<file path="config.mk">
export PLATFORM = sky130hd
export DESIGN_NAME = disk_xfer_tracker
export DESIGN_NICKNAME = d
export VERILOG_FILES = /design/src/rtl/dxt_pkg.sv /design/src/rtl/dxt_datapath.sv /design/src/rtl/dxt_ctrl.sv /design/src/rtl/disk_xfer_tracker.sv
export SDC_FILE = /design/constraint.sdc
export NUM_CORES = 1
export LEC_CHECK = 0
export BUFFER_PORTS_ARGS = -buffer_cell sky130_fd_sc_hd__buf_2
export CAP_MARGIN = 20
export CORE_MARGIN = 2
export CORE_UTILIZATION = 42
export CTS_BUF_LIST = sky130_fd_sc_hd__clkbuf_8
export CTS_CLUSTER_SIZE = 14
export DETAILED_ROUTE_END_ITERATION = 16
export PLACE_DENSITY = 0.71
export SKIP_LAST_GASP = 1
export SYNTH_ARGS = -nofsm -noshare
export SYNTH_HDL_FRONTEND = slang
export SYNTH_SLANG_ARGS = --single-unit
</file>
<file path="constraint.sdc">
create_clock -name clk -period 3.9 [get_ports clk]
set_input_delay 0.78 -clock clk [delete_from_list [all_inputs] [get_ports clk]]
set_output_delay 0.78 -clock clk [all_outputs]
set_load 0.02 [all_outputs]
</file>
<file path="src/rtl/dxt_pkg.sv">
package dxt_pkg;
  typedef enum logic [2:0] {
    ST_NONE      = 3'd0,
    ST_DISK_DONE = 3'd1,
    ST_PKT_DONE  = 3'd2,
    ST_DMA_ERR   = 3'd3,
    ST_IO_ERR    = 3'd4
  } stat_e;

  typedef enum logic [1:0] {
    CMD_READ  = 2'd0,
    CMD_WRITE = 2'd1,
    CMD_TRIM  = 2'd2
  } cmd_e;

  typedef struct packed {
    logic  load;
    logic  take;
    logic  adv;
    logic  setStat;
    stat_e statCode;
  } strobe_t;

  localparam int SECT_SHIFT  = 9;
  localparam int BLOCK_SHIFT = 11;
endpackage

</file>
<file path="src/rtl/dxt_datapath.sv">
module dxt_datapath
  import dxt_pkg::*;
#(
  parameter int ADDRW = 32,
  parameter int LENW  = 16
) (
  input  logic             clk,
  input  logic             rstN,
  input  strobe_t          strb,
  input  logic             startOptical,
  input  logic [1:0]       startCmd,
  input  logic [ADDRW-1:0] startAddr,
  input  logic [LENW-1:0]  startLen,
  input  logic [LENW-1:0]  dmaLen,
  output logic             modeOpt,
  output logic             diskDone,
  output logic             pktDone,
  output logic [ADDRW+1:0] chunkAddr,
  output logic [1:0]       chunkCmd,
  output logic [2:0]       status
);
  localparam int REMW   = LENW + 2;
  localparam int SUMW   = LENW + 1;
  localparam int OFFW   = BLOCK_SHIFT;
  localparam int ROUNDV = (1 << SECT_SHIFT) - 1;

  logic [ADDRW-1:0]       addrR;
  logic signed [REMW-1:0] remR;
  logic [OFFW-1:0]        offR;
  logic [LENW-1:0]        chunkR;
  logic [1:0]             cmdR;
  logic                   modeR;
  stat_e                  statR;

  logic [SUMW-1:0] diskStep;
  logic [SUMW-1:0] offSum;

  always_comb begin
    diskStep = ({1'b0, chunkR} + SUMW'(ROUNDV)) >> SECT_SHIFT;
    offSum   = SUMW'(offR) + {1'b0, chunkR};
  end

  always_ff @(posedge clk) begin
    if (!rstN) begin
      addrR  <= '0;
      remR   <= '0;
      offR   <= '0;
      chunkR <= '0;
      cmdR   <= CMD_READ;
      modeR  <= 1'b0;
      statR  <= ST_NONE;
    end else if (strb.load) begin
      addrR  <= startAddr;
      remR   <= REMW'(startLen);
      offR   <= '0;
      chunkR <= '0;
      cmdR   <= startCmd;
      modeR  <= startOptical;
      statR  <= ST_NONE;
    end else begin
      if (strb.adv) begin
        if (modeR) begin
          remR  <= remR - REMW'(chunkR);
          addrR <= addrR + ADDRW'(offSum >> BLOCK_SHIFT);
          offR  <= offSum[OFFW-1:0];
        end else begin
          remR  <= remR - REMW'(diskStep);
          addrR <= addrR + ADDRW'(diskStep);
        end
      end
      if (strb.take) begin
        chunkR <= dmaLen;
        if (!modeR) offR <= '0;
      end
      if (strb.setStat) statR <= strb.statCode;
    end
  end

  always_comb begin
    modeOpt   = modeR;
    diskDone  = (remR == '0);
    pktDone   = (remR <= 0);
    chunkAddr = modeR ? ({addrR, 2'b00} + (ADDRW+2)'(offR >> SECT_SHIFT))
                      : {2'b00, addrR};
    chunkCmd  = modeR ? CMD_READ : cmdR;
    status    = statR;
  end
endmodule

</file>
<file path="src/rtl/dxt_ctrl.sv">
module dxt_ctrl
  import dxt_pkg::*;
(
  input  logic    clk,
  input  logic    rstN,
  input  logic    startReq,
  input  logic    chunkDone,
  input  logic    chunkErr,
  input  logic    launchFail,
  input  logic    lenZero,
  input  logic    modeOpt,
  input  logic    diskDone,
  input  logic    pktDone,
  output strobe_t strb,
  output logic    busy,
  output logic    chunkReq,
  output logic    irq,
  output logic    dmaEnd
);
  typedef enum logic [1:0] {S_IDLE, S_EVAL, S_WAIT} state_e;
  state_e st, nxt;

  stat_e errCode;
  stat_e okCode;
  logic  finished;

  always_comb begin
    errCode  = modeOpt ? ST_IO_ERR : ST_DMA_ERR;
    okCode   = modeOpt ? ST_PKT_DONE : ST_DISK_DONE;
    finished = modeOpt ? pktDone : diskDone;
  end

  always_comb begin
    strb     = '0;
    chunkReq = 1'b0;
    irq      = 1'b0;
    dmaEnd   = 1'b0;
    nxt      = st;
    case (st)
      S_IDLE: begin
        if (startReq) begin
          strb.load = 1'b1;
          nxt       = S_EVAL;
        end
      end
      S_EVAL: begin
        if (finished) begin
          strb.setStat  = 1'b1;
          strb.statCode = okCode;
          irq           = 1'b1;
        end
        if (lenZero) begin
          dmaEnd = 1'b1;
          nxt    = S_IDLE;
        end else begin
          chunkReq  = 1'b1;
          strb.take = 1'b1;
          nxt       = S_WAIT;
          if (launchFail) begin
            strb.setStat  = 1'b1;
            strb.statCode = errCode;
            irq           = 1'b1;
            dmaEnd        = 1'b1;
            nxt           = S_IDLE;
          end
        end
      end
      S_WAIT: begin
        if (chunkDone) begin
          if (chunkErr) begin
            strb.setStat  = 1'b1;
            strb.statCode = errCode;
            irq           = 1'b1;
            dmaEnd        = 1'b1;
            nxt           = S_IDLE;
          end else begin
            strb.adv = 1'b1;
            nxt      = S_EVAL;
          end
        end
      end
      default: nxt = S_IDLE;
    endcase
  end

  always_ff @(posedge clk) begin
    if (!rstN) st <= S_IDLE;
    else       st <= nxt;
  end

  assign busy = (st != S_IDLE);
endmodule

</file>
<file path="src/rtl/disk_xfer_tracker.sv">
module disk_xfer_tracker
  import dxt_pkg::*;
#(
  parameter int ADDRW = 32,
  parameter int LENW  = 16
) (
  input  logic             clk,
  input  logic             rstN,
  input  logic             startReq,
  input  logic             startOptical,
  input  logic [1:0]       startCmd,
  input  logic [ADDRW-1:0] startAddr,
  input  logic [LENW-1:0]  startLen,
  input  logic [LENW-1:0]  dmaLen,
  input  logic             launchFail,
  input  logic             chunkDone,
  input  logic             chunkErr,
  output logic             busy,
  output logic             chunkReq,
  output logic [ADDRW+1:0] chunkAddr,
  output logic [1:0]       chunkCmd,
  output logic [2:0]       status,
  output logic             irq,
  output logic             dmaEnd
);
  strobe_t strb;
  logic    modeOpt;
  logic    diskDone;
  logic    pktDone;
  logic    lenZero;

  assign lenZero = (dmaLen == '0);

  dxt_ctrl u_ctrl (
    .clk       (clk),
    .rstN      (rstN),
    .startReq  (startReq),
    .chunkDone (chunkDone),
    .chunkErr  (chunkErr),
    .launchFail(launchFail),
    .lenZero   (lenZero),
    .modeOpt   (modeOpt),
    .diskDone  (diskDone),
    .pktDone   (pktDone),
    .strb      (strb),
    .busy      (busy),
    .chunkReq  (chunkReq),
    .irq       (irq),
    .dmaEnd    (dmaEnd)
  );

  dxt_datapath #(.ADDRW(ADDRW), .LENW(LENW)) u_dp (
    .clk         (clk),
    .rstN        (rstN),
    .strb        (strb),
    .startOptical(startOptical),
    .startCmd    (startCmd),
    .startAddr   (startAddr),
    .startLen    (startLen),
    .dmaLen      (dmaLen),
    .modeOpt     (modeOpt),
    .diskDone    (diskDone),
    .pktDone     (pktDone),
    .chunkAddr   (chunkAddr),
    .chunkCmd    (chunkCmd),
    .status      (status)
  );
endmodule

</file>
; Word level (Yosys, flattened, before mapping)
; Cells that the tools add are included.
[totals]
ff_bits = 85
in_bits = 73
output_inout_bits = 43
[classes]
add_sub_neg = 7
order_cmp = 1
n_eq_ne = 4
muxes = 42
n_bitwise = 1
n_reduce_logical = 7
[ops]
columns = operator, n
row1 = $mux 32, 3
row2 = $mux 11, 4
row3 = $add 34x2->34, 1
row4 = $mux 34, 1
row5 = $add 32x6->32, 1
row6 = $add 32x8->32, 1
row7 = $mux 16, 2
row8 = $le 18x1->1 const B, 1
row9 = $logic_not 18->1, 1
row10 = $mux 18, 1
row11 = $sub 18x16->18, 1
row12 = $sub 18x8->18, 1
row13 = $add 11x16->17, 1
row14 = $add 16x9->17 const B, 1
row15 = $logic_not 16->1, 1
row16 = $mux 4, 4
row17 = $mux 1, 15
row18 = $mux 2, 6
row19 = $pmux 4 s2, 1
row20 = $pmux 2 s3, 1
row21 = $mux 5, 1
row22 = $ne 2x2->1 const B, 2
row23 = $pmux 1 s2, 2
row24 = $reduce_bool 2->1, 2
row25 = 7 further kinds, 7

; Longest topological paths before layout
[logic_depth]
word_depth = 7
depth_mapped = 16
depth_no_buf = 15

; Modules after synthesis
; Synthesis repeated with hierarchy kept, for this count alone.
[hier_totals]
cells_unflattened = 772
area_unflattened_um2 = 6222.2
[modules_own_cells]
columns = mod, n_inst, cells_each, area_each_um2, seq_area_each_um2
row1 = dxt_datapath, 1, 724, 5884.4, 1661.6
row2 = dxt_ctrl, 1, 43, 304.0, 40.0
row3 = disk_xfer_tracker, 1, 5, 33.8, 0.0

; Worst setup path before layout
; Ideal clock, no wire load.
[synth_timing]
kind = register to register
from = register u_dp.chunkR[0]
to = register u_dp.addrR[9]
setup_ns = 0.091
arrival_ns = 3.828
required_ns = 3.809
slack_ns = -0.019
stages_incl_launch_ff = 16
n_path_buf = 0
synth_period_minus_slack_ns = 3.919
cell_sequence = dfxtp_1 -> ha_1 -> fa_1 -> a211o_1 -> a21o_1 -> a21o_1 -> a21boi_1 -> o21ai_0 -> a31oi_1 -> ha_1 -> a211oi_1 -> o21ai_0 -> a221o_1 -> a21oi_1 -> o21ai_0 -> a311oi_1
[synth_via]
elab_chain_cells = 5
[synth_rtl]
columns = element, line
row1 = "start, declared", dxt_datapath.sv:30  ; logic [LENW-1:0] chunkR;
row2 = "start signal, assigned", dxt_datapath.sv:72  ; chunkR <= dmaLen;
row3 = $add 16x9->17 or $add 11x16->17 (tied branches), "dxt_datapath.sv:39, dxt_datapath.sv:40"
row4 = $add 32x8->32 or $add 32x6->32 (tied branches), "dxt_datapath.sv:68, dxt_datapath.sv:64"
row5 = $mux 32 *, dxt_datapath.sv:62  ; if (modeR) begin
row6 = $mux 32 *, dxt_datapath.sv:61  ; if (strb.adv) begin
row7 = $mux 32 *, dxt_datapath.sv:52  ; end else if (strb.load) begin
row8 = "end signal, assigned", dxt_datapath.sv:53  ; addrR <= startAddr;
row9 = "end signal, assigned", dxt_datapath.sv:64  ; addrR <= addrR + ADDRW'(offSum >> BLOCK_SHIFT);
row10 = "end signal, assigned", dxt_datapath.sv:68  ; addrR <= addrR + ADDRW'(diskStep);
row11 = "end, declared", dxt_datapath.sv:27  ; logic [ADDRW-1:0] addrR;
; Mark *: on every way between the ends. The rest lies on a longest branch, timed or not. The select of a mux whose other input is x is not followed.
; A chain may end at the register's enable or synchronous reset.

; Worst setup path after layout
[layout_timing]
from = register u_dp.offR[0]
to = register u_dp.addrR[22]
[layout_via]
elab_chain_cells = 5
[layout_rtl]
columns = element, line
row1 = "start, declared", dxt_datapath.sv:29  ; logic [OFFW-1:0] offR;
row2 = "start signal, assigned", dxt_datapath.sv:65  ; offR <= offSum[OFFW-1:0];
row3 = $add 11x16->17, dxt_datapath.sv:40  ; offSum = SUMW'(offR) + {1'b0, chunkR};
row4 = $add 32x6->32, dxt_datapath.sv:64
row5 = $mux 32, dxt_datapath.sv:62
row6 = $mux 32, dxt_datapath.sv:61
row7 = $mux 32, dxt_datapath.sv:52
; Every way passes these cells. The select of a mux whose other input is x is not followed.

==> results.md <==
* Setup CP Type: flop to flop
* Nets at 1088
* Initial antenna violation count at 0
* Net Count, Synth at 955
* Pin count of the biggest net entering global routing at 80
* IO Pins at 116
* Post-route cell area at 0.00771 sq mm
* Most frequent CP cell: a21o_1
* Period utilization at 96.2%
* Setup slack, reg-to-reg at 0.15 ns
* DIE WIDTH at 128 um
* Share of post-route cells with drive strength above 1 at 24.7%
* R2r endpoint: u_dp.addrR[22]$_SDFFE_PN0P_
* Vias per std cell at 5.77
* Max Freq at 0.267 GHz
* Static Leakage at 3.26 nW
* Largest area contributor in the netlist: dfxtp_1
* Dpl cell area at 0.00742 sq mm
* Final Max Slew Viols at 0
* Vias at 6727
* Min cycle time layout at 3.75 ns
* Vias in the first global route at 6161
* Total of max-cap violations at 0
* Hold Path Sink: u_dp.cmdR[0]$_SDFFE_PN0P_
* Synth Flop Type: dfxtp_1
* HPWL Detailed at 13900 um
* Cells after synthesis at 840
* Yosys cell types at 70
* DRC at 0
* CP endpoint kind: flop
* Crit path buffers/inverters at 2
* Worst-margin pin slew at 0.833 ns
* Slowest-stage cell, CP: or3_1
* H-tree depth at 3
* Clk root buf: clkbuf_8
* # diodes at 0
* GR Util All Layers at 23.1%
* Min-delay src: u_dp.cmdR[0]$_SDFFE_PN0P_
* CP peak stage delay at 0.36 ns
* Share of the synthesized area in the top cell type at 26.5%
* Ys async rst share at 0%
* YS warnings at 0
* Final setup fails at 0
* Max rail drop VDD at 0.000207 V
* Hold buffers post-CTS at 0
* Clock transition at path regs at 0.10 ns
* Instance count on the critical path at 17
* Post-DRT Antenna Nets at 0
* Routed Wire Length at 19000 um
* CTS sink count at 85
* Hold Path Depth at 2
* CP required at 4.21 ns
* Clk Latency, worst-skew pair at 0.39 ns
* Die ar. at 0.0163 sq mm
* Starting Density at 42.7%
* Site row count at 45
* Worst r2r path cells at 17
* DR WL/cell at 16.3 um
* Die H at 128 um
* Gp weighted congestion at 0.911
* Post-Syn Area at 0.00641 sq mm
* Worst R2R Start: u_dp.offR[0]$_SDFF_PP0_
* CTS Buffer Depth at 2
* Iter 0 DRT Violations at 505
* Crit start category: flop
* Number of synthesized flops with an enable pin at 0
* Number of synthesized register bits at 85
* CP max FO at 6
* Gr ovfl total at 0
* Crit path arrival time at 4.06 ns
* Syn avg cell area at 7.63 sq um
* Power per Cell Area at 342 mW/mm^2
* Layout area overhead at 20.3%
* Top post-synthesis cells by area: dfxtp_1, ha_1, nand2_1
* Final core utilization at 51.3%
* Seq/Total Area, Yosys at 26.5%
* Status: completed
* IO Port Bufs at 115
* Slew HR at 44.3%
* HP Class: flop to flop
* Final Hold Fails at 0
* CP top delay family: compound AO/OA/AOI/OAI gates
* First-pass GRT wire length at 30400 um
* TritonRoute pass-1 iters at 5
* Num CTS Buffers at 9
* TritonCTS clock tree: yes
* Crit-path cells: ha_4, fa_2, a211o_1, a21o_1, a21o_1, a21boi_2, o21ai_2, a31oi_2, buf_4, fa_2, a21o_1, a21oi_2, buf_4, o21ai_4, nand3_4, or3_1, a311oi_1
* Core Box Area at 0.0150 sq mm
* Clk_skew at 0.0128 ns
## worst max-delay path by stage
| stage | from | end | slack [ns] |
|---|---|---|---|
| CTS | u_dp.chunkR[0]$_SDFFE_PP0P_ | u_dp.addrR[19]$_SDFFE_PN0P_ | 0.02 |
| floorplan | u_dp.chunkR[0]$_SDFFE_PP0P_ | u_dp.addrR[9]$_SDFFE_PN0P_ | 0.06 |
| global route | u_dp.chunkR[3]$_SDFFE_PP0P_ | u_dp.addrR[22]$_SDFFE_PN0P_ | -0.04 |
| detailed placement | u_dp.chunkR[0]$_SDFFE_PP0P_ | u_dp.addrR[15]$_SDFFE_PN0P_ | -0.13 |
| global placement | u_dp.chunkR[0]$_SDFFE_PP0P_ | u_dp.addrR[26]$_SDFFE_PN0P_ | -0.01 |
| finish | u_dp.offR[0]$_SDFF_PP0_ | u_dp.addrR[22]$_SDFFE_PN0P_ | 0.15 |
## worst min-delay path, cell delays in order, from the launching register on
cell and delay (ns):
dfxtp_1 0.32, nand2_1 0.05, a21oi_1 0.05
## stage by stage
stage	hold WS (ns)	setup WS [ns]	cells	TNS, ns	power [W]
global placement	0.438	-0.0132	1146	-0.0645	0.00203
global route	0.499	-0.0353	1166	-0.0868	0.00280
CTS	0.461	0.0237	1165	0	0.00263
detailed placement	0.448	-0.133	1146	-1.17	0.00204
floorplan	0.432	0.0605	840	0	0.00174
finish	0.462	0.148	1166	0	0.00264
## cells in the mapped netlist (14+ instances only)
master,count
nand2_1,129
dfxtp_1,85
a21oi_1,78
o21ai_0,63
nor2_1,52
ha_1,39
clkbuf_1,35
mux2_2,30
nand3_1,30
inv_1,24
nor3_1,18
xnor2_1,16
o21a_1,15
xor2_1,14
## state kept, by name, indices dropped and copies added, names as in the netlist
name / count
u_ctrl.st: 2
u_dp.addrR: 32
u_dp.chunkR: 16
u_dp.cmdR: 2
u_dp.modeOpt: 1
u_dp.offR: 11
u_dp.remR: 18
u_dp.status: 3
## final cells by class
class                      instances  area, sq um
fill                            1467         7320
timing repair buffer             165          955
multi-input combinational        688         4560
inverter                          24         90.1
clock inverter                     7         43.8
sequential                        85         1710
tap                              188          235
clock buffer                       9          124
## kinds of logic after synthesis
kind of cell | synth area share [%]
adders and majority gates | 8.55
DFF | 26.5
xor gates and xnor gates | 4.10
buffers and inverters | 3.96
and+or+nand+nor | 24.9
muxes | 6.36
AOI/OAI and AO/OA | 25.6
## metal layers
metal | wire length (um) | global-route usage [%] | vias up
li1 | - | - | 3350
met1 | 9080 | 31.8 | 3151
met2 | 8560 | 37.2 | 199
met3 | 1080 | 3.69 | 27
met4 | 293 | 7.37 | 0
met5 | 0 | 0 | -
## power breakdown
part	switching, W	internal (W)	leakage, nW
logic	0.000586	0.000436	2.47
clock network	0.000351	0.000229	0.0960
registers	0.0000963	0.000942	0.698
## layout by cell type (no fill, tap or decap), types with 6 or more instances in the layout
cell      synthesis  routed
a211oi_1         13      12
a21o_1           11      11
a21oi_1          78      76
a311oi_1         11       9
and2_1            6       6
and3_1           12      12
buf_2             1     115
buf_4             0      49
clkbuf_8          0       9
dfxtp_1          85      82
ha_1             39      37
inv_1            24      26
mux2_2           30      30
mux2i_1           7       7
nand2_1         129     128
nand3_1          30      30
nand4_1          13      13
nor2_1           52      51
nor2b_1           6       6
nor3_1           18      17
nor4_1           11      11
o211ai_1         11      11
o21a_1           15      15
o21ai_0          63      58
or3_1            13      13
xnor2_1          16      16
xor2_1           14      14
## what timing repair did
| action | CTS | global route |
|---|---|---|
| resized for setup | 10 | 17 |
| hold endpoints to repair | 0 | 0 |
| endpoints found under the setup margin | 23 | 28 |
| pin swaps | 6 | 18 |
| buffers inserted | 3 | 1 |
Note: power is estimated with default switching activity, not from simulation.
